## src/rtl/tmr_pkg.sv

```systemverilog
package tmr_pkg;
  localparam int ADDR_W  = 5;
  localparam int CTRL_W  = 26;
  localparam int PSC_W   = 12;

  localparam logic [ADDR_W-1:0] OFF_CTRL   = 5'h00;
  localparam logic [ADDR_W-1:0] OFF_STATUS = 5'h04;
  localparam logic [ADDR_W-1:0] OFF_LOAD   = 5'h08;
  localparam logic [ADDR_W-1:0] OFF_CMP    = 5'h0C;
  localparam logic [ADDR_W-1:0] OFF_COUNT  = 5'h10;

  // control field positions (software-visible)
  localparam int B_EN     = 0;
  localparam int B_ENLOAD = 1;
  localparam int B_IRQEN  = 2;
  localparam int B_RELOAD = 3;
  localparam int B_PSC_LO = 4;
  localparam int B_SWR    = 16;
  localparam int B_OVWR   = 17;

  // strobes from control to datapath
  typedef struct packed {
    logic loadFromReg;
    logic writeData;
    logic step;
  } cntStrb_t;
endpackage

```

## src/rtl/tmr_datapath.sv

```systemverilog
module tmr_datapath
  import tmr_pkg::*;
#(
  parameter int CNT_W = 32
) (
  input  logic             clk,
  input  logic             rstN,
  input  cntStrb_t         strb,
  input  logic             reloadMode,
  input  logic [CNT_W-1:0] loadVal,
  input  logic [CNT_W-1:0] cmpVal,
  input  logic [CNT_W-1:0] wrVal,
  output logic [CNT_W-1:0] count,
  output logic             matchHit
);
  logic [CNT_W-1:0] nextStep;
  logic             atZero;

  assign atZero = (count == '0);

  always_comb begin
    if (atZero) nextStep = reloadMode ? loadVal : '1;
    else        nextStep = count - 1'b1;
  end

  // bus overwrite beats enable-load beats counting
  always_ff @(posedge clk or negedge rstN) begin
    if (!rstN)                 count <= '1;
    else if (strb.writeData)   count <= wrVal;
    else if (strb.loadFromReg) count <= loadVal;
    else if (strb.step)        count <= nextStep;
  end

  assign matchHit = strb.step && !strb.writeData && (nextStep == cmpVal);
endmodule

```

## src/rtl/tmr_ctrl.sv

```systemverilog
module tmr_ctrl
  import tmr_pkg::*;
#(
  parameter int CNT_W      = 32,
  parameter int SWR_CYCLES = 3
) (
  input  logic              clk,
  input  logic              rstN,
  input  logic              tick,
  input  logic              wrEn,
  input  logic [ADDR_W-1:0] addr,
  input  logic [31:0]       wrData,
  input  logic              matchHit,
  output logic [CTRL_W-1:0] ctrlReg,
  output logic              statFlag,
  output logic [CNT_W-1:0]  loadReg,
  output logic [CNT_W-1:0]  cmpReg,
  output cntStrb_t          strb
);
  localparam int SWR_W = $clog2(SWR_CYCLES + 1);

  logic             swrBusy;
  logic [SWR_W-1:0] swrCnt;
  logic [PSC_W-1:0] psCnt;
  logic [PSC_W-1:0] pscVal;
  logic             wrCtrl, wrStat, wrLoad, wrCmp;
  logic             swrReq, swrDone, enabled, stepNow;

  assign swrBusy = ctrlReg[B_SWR];
  assign enabled = ctrlReg[B_EN];
  assign pscVal  = ctrlReg[B_PSC_LO +: PSC_W];

  assign wrCtrl = wrEn && (addr == OFF_CTRL)   && !swrBusy;
  assign wrStat = wrEn && (addr == OFF_STATUS) && !swrBusy;
  assign wrLoad = wrEn && (addr == OFF_LOAD);
  assign wrCmp  = wrEn && (addr == OFF_CMP);
  assign swrReq = wrCtrl && wrData[B_SWR];
  assign swrDone = swrBusy && (swrCnt == '0);

  // control register with self-clearing reset bit
  always_ff @(posedge clk or negedge rstN) begin
    if (!rstN) begin
      ctrlReg <= '0;
    end else if (swrReq) begin
      ctrlReg <= '0;
      ctrlReg[B_SWR] <= 1'b1;
    end else if (wrCtrl) begin
      ctrlReg <= wrData[CTRL_W-1:0];
    end else if (swrDone) begin
      ctrlReg[B_SWR] <= 1'b0;
    end
  end

  always_ff @(posedge clk or negedge rstN) begin
    if (!rstN)                     swrCnt <= '0;
    else if (swrReq)               swrCnt <= SWR_W'(SWR_CYCLES - 1);
    else if (swrBusy && !swrDone)  swrCnt <= swrCnt - 1'b1;
  end

  // sticky compare flag, write-one-to-clear; a match beats a clear
  always_ff @(posedge clk or negedge rstN) begin
    if (!rstN)                      statFlag <= 1'b0;
    else if (swrReq || swrBusy)     statFlag <= 1'b0;
    else if (matchHit)              statFlag <= 1'b1;
    else if (wrStat && wrData[0])   statFlag <= 1'b0;
  end

  always_ff @(posedge clk or negedge rstN) begin
    if (!rstN) begin
      loadReg <= '1;
      cmpReg  <= '0;
    end else begin
      if (wrLoad) loadReg <= wrData[CNT_W-1:0];
      if (wrCmp)  cmpReg  <= wrData[CNT_W-1:0];
    end
  end

  // prescaler: restart whenever the timer is off
  assign stepNow = enabled && tick && (psCnt >= pscVal);

  always_ff @(posedge clk or negedge rstN) begin
    if (!rstN)        psCnt <= '0;
    else if (!enabled) psCnt <= '0;
    else if (tick)     psCnt <= (psCnt >= pscVal) ? '0 : psCnt + 1'b1;
  end

  always_comb begin
    strb.step        = stepNow;
    strb.writeData   = wrLoad && ctrlReg[B_OVWR];
    strb.loadFromReg = wrCtrl && !wrData[B_SWR] && !enabled &&
                       wrData[B_EN] && wrData[B_ENLOAD];
  end
endmodule

```

## src/rtl/cmp_down_timer.sv

```systemverilog
module cmp_down_timer
  import tmr_pkg::*;
#(
  parameter int CNT_W      = 32,
  parameter int SWR_CYCLES = 3
) (
  input  logic        clk,
  input  logic        rstN,
  input  logic        tick,
  input  logic        wrEn,
  input  logic [4:0]  addr,
  input  logic [31:0] wrData,
  output logic [31:0] rdData,
  output logic        irq
);
  logic [CTRL_W-1:0] ctrlReg;
  logic              statFlag;
  logic [CNT_W-1:0]  loadReg, cmpReg, count;
  logic              matchHit;
  cntStrb_t          strb;

  tmr_ctrl #(.CNT_W(CNT_W), .SWR_CYCLES(SWR_CYCLES)) u_ctrl (
    .clk(clk), .rstN(rstN), .tick(tick), .wrEn(wrEn), .addr(addr),
    .wrData(wrData), .matchHit(matchHit), .ctrlReg(ctrlReg),
    .statFlag(statFlag), .loadReg(loadReg), .cmpReg(cmpReg), .strb(strb)
  );

  tmr_datapath #(.CNT_W(CNT_W)) u_dp (
    .clk(clk), .rstN(rstN), .strb(strb), .reloadMode(ctrlReg[B_RELOAD]),
    .loadVal(loadReg), .cmpVal(cmpReg), .wrVal(wrData[CNT_W-1:0]),
    .count(count), .matchHit(matchHit)
  );

  always_comb begin
    case (addr)
      OFF_CTRL:   rdData = 32'(ctrlReg);
      OFF_STATUS: rdData = {31'b0, statFlag};
      OFF_LOAD:   rdData = 32'(loadReg);
      OFF_CMP:    rdData = 32'(cmpReg);
      OFF_COUNT:  rdData = 32'(count);
      default:    rdData = '0;
    endcase
  end

  assign irq = statFlag & ctrlReg[B_IRQEN];
endmodule

```

## config.mk

```make
export PLATFORM = sky130hd
export DESIGN_NAME = cmp_down_timer
export DESIGN_NICKNAME = d
export VERILOG_FILES = /design/src/rtl/tmr_pkg.sv /design/src/rtl/tmr_datapath.sv /design/src/rtl/tmr_ctrl.sv /design/src/rtl/cmp_down_timer.sv
export SDC_FILE = /design/constraint.sdc
export NUM_CORES = 1
export LEC_CHECK = 0
export ABC_AREA = 1
export BUFFER_PORTS_ARGS = -buffer_cell sky130_fd_sc_hd__clkbuf_2
export CAP_MARGIN = 15
export CORE_UTILIZATION = 25
export DETAILED_ROUTE_END_ITERATION = 6
export GPL_TIMING_DRIVEN = 0
export SYNTH_ARGS = -nofsm -noshare
export SYNTH_HDL_FRONTEND = slang
export SYNTH_HIERARCHICAL = 1
export SYNTH_SLANG_ARGS = --single-unit
```

## constraint.sdc

```tcl
create_clock -name clk -period 2.9 [get_ports clk]
set_clock_uncertainty 0.1 [all_clocks]
set_input_delay 0.58 -clock clk [delete_from_list [all_inputs] [get_ports clk]]
set_output_delay 0.58 -clock clk [all_outputs]
set_load 0.005 [all_outputs]
```

Word level (Yosys, flattened, before mapping):

Index checks and enable logic that the tools add are counted.

* register bits: 137
* output and inout bits: 33

* $add $sub $neg: 3
* $lt $le $gt $ge: 1
* eq/ne operators: 6
* muxes and demuxes: 19
* bitwise gates (word level): 1
* reduce and logical (&&, ||, !) cells: 33

Operators by type and width (number)
* $mux 32: 5
* $pmux 32 s5: 1
* $mux 12: 3
* $eq 32x32->1: 1
* $logic_not 32->1: 1
* $sub 32x1->32 const B: 1
* $mux 26: 1
* $logic_and 1x1->1: 19
* $mux 16: 1
* $add 12x1->12 const B: 1
* $ge 12x12->1: 1
* $eq 5x4->1 const B: 2
* $mux 9: 1
* $reduce_bool 3->1: 3
* $eq 5x3->1 const B: 1
* $eq 5x5->1 const B: 1
* $logic_not 1->1: 5
* $logic_not 5->1: 1
* $mux 1: 5
* $mux 2: 2
* $reduce_bool 2->1: 2
* $logic_not 2->1: 1
* $ne 2x2->1 const B: 1
* $sub 2x1->2 const B: 1
* other kinds (2): 2

Depth between registers and ports, before layout:

Gate-level depths: netlist of run 1.

* depth in word-level cells: 9
* depth in mapped cells: 22
* depth with buffers taken out: 21

By module:

Netlist of run 1, hierarchy kept.

By module, submodules not included
* tmr_ctrl: times used 1, cells each 512, area each 4611.9 µm²
* tmr_datapath: times used 1, cells each 692, area each 3993.8 µm²
* cmp_down_timer: times used 1, cells each 294, area each 1290.0 µm²

Least setup slack after synthesis of run 1:

OpenSTA, ideal clock, no wires.

* kind: input-to-reg
* start point: input port addr[1]
* end point: register u_dp.count[0]
* setup time: 0.094 ns
* data arrival time: 2.457 ns
* required time: 2.706 ns
* path slack: 0.248 ns
* cell stages on the path: 14
* path buffers: 4
* cell sequence: nor2_1 > nand2_1 > inv_2 > nand2_2 > nor2_8 > nand2_4 > buf_6 > nor3_2 > clkbuf_1 > nor2_1 > nand2_1 > clkbuf_1 > buf_1 > o221ai_1

RTL lines
* from (decl): line cmp_down_timer.sv:11 `input logic [4:0] addr,`
* to (signal assigned): line tmr_datapath.sv:29 `else if (strb.writeData) count <= wrVal;`
* to (signal assigned): line tmr_datapath.sv:30 `else if (strb.loadFromReg) count <= loadVal;`
* to (signal assigned): line tmr_datapath.sv:31 `else if (strb.step) count <= nextStep;`
* to (decl): line tmr_datapath.sv:13 `output logic [CNT_W-1:0] count,`

==> results of run 1 <==
## what timing repair did
action / 4_1_cts / 5_1_grt
setup buffers: 0 / 6
resized for setup: 17 / 43
endpoints found under the setup margin: 33 / 34
cloned: 0 / 1
pin swaps: 0 / 6
## worst reg2reg max path, delay by kind of cell, from the launching register on
family / cells / cell delay (ps)
flip-flops: 1 / 420
adder cells (fa/ha/maj): 1 / 290
buffers and inverters: 1 / 140
AND/OR/NAND/NOR: 13 / 1550
AO/OA/AOI/OAI: 2 / 200
## layout make-up
type	count	area (µm²)
Clock buffer	18	439.2
Tap cell	518	648.1
Inverter	209	784.5
Multi-Input combinational cell	1088	5363
Sequential cell	137	3511
Clock inverter	14	130.1
Buffer	64	364.1
Timing Repair Buffer	81	471.7
Fill cell	4246	27120
## kinds of logic after synthesis
| family | synth area share |
|---|---|
| flip-flops | 0.3545 |
| AND/OR/NAND/NOR | 0.3740 |
| XOR/XNOR | 0.007966 |
| AO/OA/AOI/OAI | 0.1311 |
| buffers and inverters | 0.1122 |
| adder cells (fa/ha/maj) | 0.02023 |
## registers in the layout, summed over array words and instances, names as in the netlist
name / count
u_ctrl/psCnt: 12
u_ctrl/ctrlReg: 26
u_dp/count: 32
u_ctrl/cmpReg: 32
u_ctrl/loadReg: 32
u_ctrl/statFlag: 1
u_ctrl/swrCnt: 2
## path summary, 6_finish.rpt
check,start,endpoint
worst max-delay path,addr[4],u_dp/count[11]
worst min-delay path,rstN,u_ctrl/psCnt[6]
min in group clk,wrData[30],u_dp/count[30]
max in group asynchronous,rstN,u_dp/count[28]
worst min register to register,u_ctrl/loadReg[19],u_ctrl/loadReg[19]
worst max register to register,u_ctrl/psCnt[8],u_ctrl/statFlag
## routing by layer
metal	wire length (µm)	vias to the layer above
met4	1844	0
met3	2370	83
met2	18860	424
met1	18000	4988
li1	-	5018
met5	0	-
## where the power goes
part / internal [µW] / switching, µW / total (µW)
clock network: 1150 / 1000 / 2160
registers: 2420 / 473 / 2890
logic: 605 / 1130 / 1740
## per-stage QoR
step,hold slack [ps],std cells,area (µm²)
floorplan,184.4,1498,9896
global placement,372.2,2089,10910
detailed placement,376.9,2090,10950
CTS,51.05,2122,11550
global route,72.14,2129,11710
finish,36.53,2129,11710
## cell usage in the layout (no fill, tap or decap), types with 3 or more instances in the layout
| cell | synthesis | routed |
|---|---|---|
| inv_6 | 0 | 5 |
| nand3_1 | 105 | 103 |
| nand4_1 | 40 | 40 |
| buf_6 | 6 | 6 |
| nor2_1 | 130 | 121 |
| buf_2 | 23 | 24 |
| a21oi_1 | 21 | 20 |
| clkbuf_16 | 0 | 18 |
| inv_1 | 202 | 201 |
| o22ai_1 | 10 | 10 |
| xor2_1 | 6 | 6 |
| o21ai_0 | 131 | 131 |
| xnor2_1 | 3 | 3 |
| inv_8 | 0 | 3 |
| o21ai_1 | 26 | 26 |
| o221ai_1 | 28 | 27 |
| nand3b_1 | 25 | 25 |
| nand2_4 | 2 | 3 |
| nor2_4 | 12 | 15 |
| nand3_2 | 7 | 9 |
| nor2_2 | 6 | 12 |
| nand2_2 | 15 | 19 |
| buf_1 | 8 | 4 |
| inv_2 | 6 | 7 |
| clkinvlp_4 | 0 | 3 |
| o22ai_2 | 3 | 3 |
| dfrtp_1 | 73 | 71 |
| clkbuf_2 | 0 | 84 |
| ha_1 | 16 | 15 |
| clkbuf_1 | 24 | 11 |
| dfstp_2 | 64 | 64 |
| nand2_1 | 488 | 483 |
| buf_4 | 3 | 10 |
| o211ai_1 | 5 | 5 |
==> reports/qor.yml, run 1 <==
max_clock_freq_ghz: 0.3601
floorplan.initialDensity: 0.2549
place_hpwl_mm: 33.13
crit_path_cell_trace: "clkbuf_2 -> nor2_1 -> nand2_2 -> nor2_8 -> nand2_4 -> buf_6 -> nor3_2 -> clkbuf_4 -> inv_1 -> clkbuf_2 -> o21ai_0 -> o221ai_1 -> o21ai_0"
synth_fp_nets: 1555
synth_edf_count: 0
cts_buffers: 17
tightest_slew_ps: 785.2
netlist_area_um2: 9896
mean_number_of_vias_per_cell: 4.938
clk_path_buf_depth: 2
top_level_ports: 74
chipWidth_um: 201.0
post_synth_num_cell_types: 38
first_global_vias: 10030
maximum_number_of_pins_on_one_net_before_global_route_repair: 72
globalRouteOverflowTotal: 0
critical_path_buf_inv_count: 5
synth_top_area_share: 0.1851
synth_warnings: 6
post_synth_top_cells: "488 x nand2_1, 202 x inv_1, 131 x o21ai_0, 130 x nor2_1, 105 x nand3_1"
synth-async-reset-ratio: 1.000
synth_most_common_cell: "nand2_1"
vdd.ir_drop.worst_uv: 355.7
worst_slew_margin_relative_to_its_limit: 0.4765
period_needed_ps: 2777
design.core.area_um2: 38830
max_stage_delay_on_crit_path_ps: 290
finalHoldViolations: 0
worst_hold_path_type: "primary input to asynchronous set/reset pin"
die_height_um: 201.0
grt_pass1_wl_mm: 61.09
endpoint_kind: "flop"
total_power_uw: 6785
area.growth.synth_to_final_pct: 18.35
holdBufCountCts: 0
drv.max_cap_violation_count: 0
gr-usage-met1: 0.2631
critical_path.max_fanout: 10
setup_viol: 0
synth_top_flop_cell: "dfrtp_1"
r2r.worst_path.cells: 17
cpMaxStageDelayCell: "clkbuf_4"
netlist.top_cell.by_area: "nand2_1"
setup.worst_path.start_class: "primary input"
synth_cells: 1498
clock_insertion_delay_worst_skew_ps: 450
antenna_found_initial: 0
gr-usage-met2: 0.3251
drt_pass1_iterations: 7
worst-endpoint-required_ps: 3170
gr_busiest_metal: "met2"
leakage_uw: 0.005747
worst-path-stages: 13
drive_gt1_frac: 0.1893
num_antenna_cells: 0
drt-total-wl_mm: 41.08
met3_usage: 0.02906
detail_route.wl_per_cell_um: 19.29
cts_sinks: 137
num_vias: 10510
cp_top_family: "buffers and inverters"
timing.final.ws_setup_ps: 123.2
track_usage: 0.2016
io_buffers: 73
post-place-ws_ps: -1076
cts_root_buf: "clkbuf_16"
final_worst_path_period_share: 0.9575
drtAntennaViolNets: 0
setup.reg_to_reg.worst_slack_ps: 140
timing_worst_setup_path_type: "primary input to flop"
gp_congestion: 0.9678
synth.yosys.seq_area_share: 0.3545
synth-seq-cells: 137
fin_tns_setup_ps: 0
p_per_area_nw_per_um2: 579.4
status: "completed"
initialDrtViolationCount: 889
post_synth_main_area_contributors: "nand2_1 19%, dfrtp_1 18%, dfstp_2 17%, inv_1 7.7%, o21ai_0 6.6%"
utilization: 0.3016
detail_route.drc_violations: 0
clkTransAtPathRegs_ps: 70
die_area_um2: 40380
row_count: 72
clock_tree_from_tritoncts: "yes"
final_nets: 1655
cts_max_level: 4
worst_ep_arrival_time_ps: 3040
report.final.slew_viol_count: 0
postSynthAreaPerCell_um2: 6.606
(Power assumes the default switching activity.)
==> run 2, diff against run 1 <==
--- a/config.mk
+++ b/config.mk
@@ -6,9 +6,10 @@
 export NUM_CORES = 1
 export LEC_CHECK = 0
 export ABC_AREA = 1
-export BUFFER_PORTS_ARGS = -buffer_cell sky130_fd_sc_hd__clkbuf_2
+export BUFFER_PORTS_ARGS = -buffer_cell sky130_fd_sc_hd__buf_2
 export CAP_MARGIN = 15
-export CORE_UTILIZATION = 25
+export CORE_MARGIN = 1
+export CORE_UTILIZATION = 45
 export DETAILED_ROUTE_END_ITERATION = 6
 export GPL_TIMING_DRIVEN = 0
 export SYNTH_ARGS = -nofsm -noshare
==> run 2 against run 1 <==
- the flow now finishes with violations (design-rule violations)
- critical endpoint is now u_dp/count[8]
- combinational power is essentially flat
- global-route usage up 15 points
- die area decreased by 44%
- count of clock-buffer cells in the layout rose by 1
- largest cell class unchanged
- first-iteration DRC count is 37% higher
- highest routed layer unchanged
- via count is 1.2% higher
- worst setup slack better by 7.0 ps
- largest power group unchanged
- sequential power about the same
- core utilization rose by 23 points
- critical path depth up 1
==> reports/qor.yml, run 2 (synthesized netlist as in run 1, its figures left out) <==
p_per_area_nw_per_um2: 608.4
final_common_cell: "nand2_1"
top_level_ports: 74
timing_worst_setup_path_type: "primary input to flop"
timing.final.ws_setup_ps: 130.2
clock_insertion_delay_worst_skew_ps: 430
place_hpwl_mm: 30.27
num_vias: 10640
first_global_vias: 9700
cts_max_level: 4
cts_buffers: 17
worst_hold_path_type: "primary input to asynchronous set/reset pin"
chipWidth_um: 150.3
floorplan.initialDensity: 0.4649
design.core.area_um2: 21290
clock_tree_from_tritoncts: "yes"
post-place-ws_ps: -959.1
timing.critical_path.mode_cell: "buf_2"
worst_slew_margin_relative_to_its_limit: 0.4723
setup_viol: 0
violations: "design-rule violations"
grt_pass1_wl_mm: 58.30
die_height_um: 150.3
postLayoutCellArea_um2: 11380
area.growth.synth_to_final_pct: 15.02
worst_ep_arrival_time_ps: 3020
leakage_uw: 0.005733
biggestRegsByFlops: "u_ctrl/cmpReg x32, u_ctrl/loadReg x32, u_dp/count x32"
cts_sinks: 137
worst-endpoint-required_ps: 3150
mean_number_of_vias_per_cell: 5.649
critical_path.max_fanout: 10
placedInstanceArea_um2: 10640
maximum_number_of_pins_on_one_net_before_global_route_repair: 77
row_count: 53
setup.worst_path.start_class: "primary input"
period_needed_ps: 2770
cpMaxStageDelayCell: "buf_2"
clkTransAtPathRegs_ps: 60
die_area_um2: 22590
globalRouteOverflowTotal: 0
finalHoldViolations: 0
critical_path_buf_inv_count: 4
tightest_slew_ps: 791.5
clk_path_buf_depth: 2
drt-total-wl_mm: 38.99
vdd.ir_drop.worst_uv: 376.5
crit_path_cell_trace: "buf_2 -> nor2_1 -> nand2_2 -> nor2_8 -> nand2_4 -> buf_6 -> nor3_2 -> buf_2 -> nor2_1 -> nand2_1 -> buf_2 -> o21ai_0 -> a31o_2 -> o21ai_0"
report.final.slew_viol_count: 0
worst_hold_margin_ps: 78.43
final_worst_path_period_share: 0.9551
drive_gt1_frac: 0.1809
io_buffers: 73
gp_congestion: 0.9985
drtAntennaViolNets: 0
drv.max_cap_violation_count: 0
cts_root_buf: "clkbuf_16"
drt_pass1_iterations: 7
detail_route.wl_per_cell_um: 20.69
antenna_found_initial: 0
initialDrtViolationCount: 1216
max_stage_delay_on_crit_path_ps: 280
layout_common_cells: "486 x nand2_1, 201 x inv_1, 130 x o21ai_0"
num_antenna_cells: 0
status: "finished, violations left"
detail_route.drc_violations: 10
final_nets: 1653
track_usage: 0.3546
max_clock_freq_ghz: 0.3610
total_power_uw: 6925
endpoint_kind: "flop"
cp_top_family: "simple AND/OR/NAND/NOR gates"
holdBufCountCts: 0
run 2: changes by cell type in the layout (fill, tap and decap cells not counted), sizes merged:
cell,before,now
buf,46,121
bufinv,0,2
clkbuf,117,41
clkinv,4,3
clkinvlp,3,2
inv,216,215
run 2: stage by stage:
stage	cells	TNS (ps)	utilization
detailed placement	1847	-23420	0.4998
CTS	1879	0	0.5292
global route	1884	-11.11	0.5347
floorplan	1498	0	-
global placement	1846	-100730	0.4982
finish	1884	0	0.5347
run 2: layout make-up:
class,instances,area [µm²]
multi-input cells,1088,5339
repair buffers,79,449.2
clock inverters,13,153.9
inverters,209,784.5
plain buffers,64,349.1
clock buffers,19,452.9
flip-flops and latches,137,3510
well taps,275,344.1
fillers,2206,9905
run 2: worst paths after layout:
check | from | endpoint | slack, ps | depth (start not counted)
max in group asynchronous | rstN | u_ctrl/loadReg[14] | 1770 | 2
worst max register to register | u_dp/count[0] | u_ctrl/statFlag | 140 | 17
worst min-delay path | rstN | u_ctrl/cmpReg[30] | 80 | 1
worst min register to register | u_ctrl/loadReg[19] | u_ctrl/loadReg[19] | 390 | 2
worst max-delay path | addr[4] | u_dp/count[8] | 130 | 14
min in group clk | wrData[10] | u_dp/count[10] | 290 | 3
run 2: layer usage:
layer | global-route usage | up-vias | part of all wire
met5 | 0 | - | 0
met4 | 0.1177 | 0 | 0.028
met3 | 0.09242 | 74 | 0.11
met2 | 0.5403 | 569 | 0.44
met1 | 0.4861 | 4985 | 0.42
li1 | - | 5015 | -
run 2: report_power, final:
group	switching [µW]	internal [µW]
sequential	470	2420
combinational	1120	601
clock	975	1340
total	2570	4350
run 2: what timing repair did:
| action | in CTS | in global routing |
|---|---|---|
| pin swaps | 0 | 3 |
| buffers inserted | 0 | 5 |
| setup endpoints to repair | 33 | 34 |
| gates resized for setup | 11 | 32 |
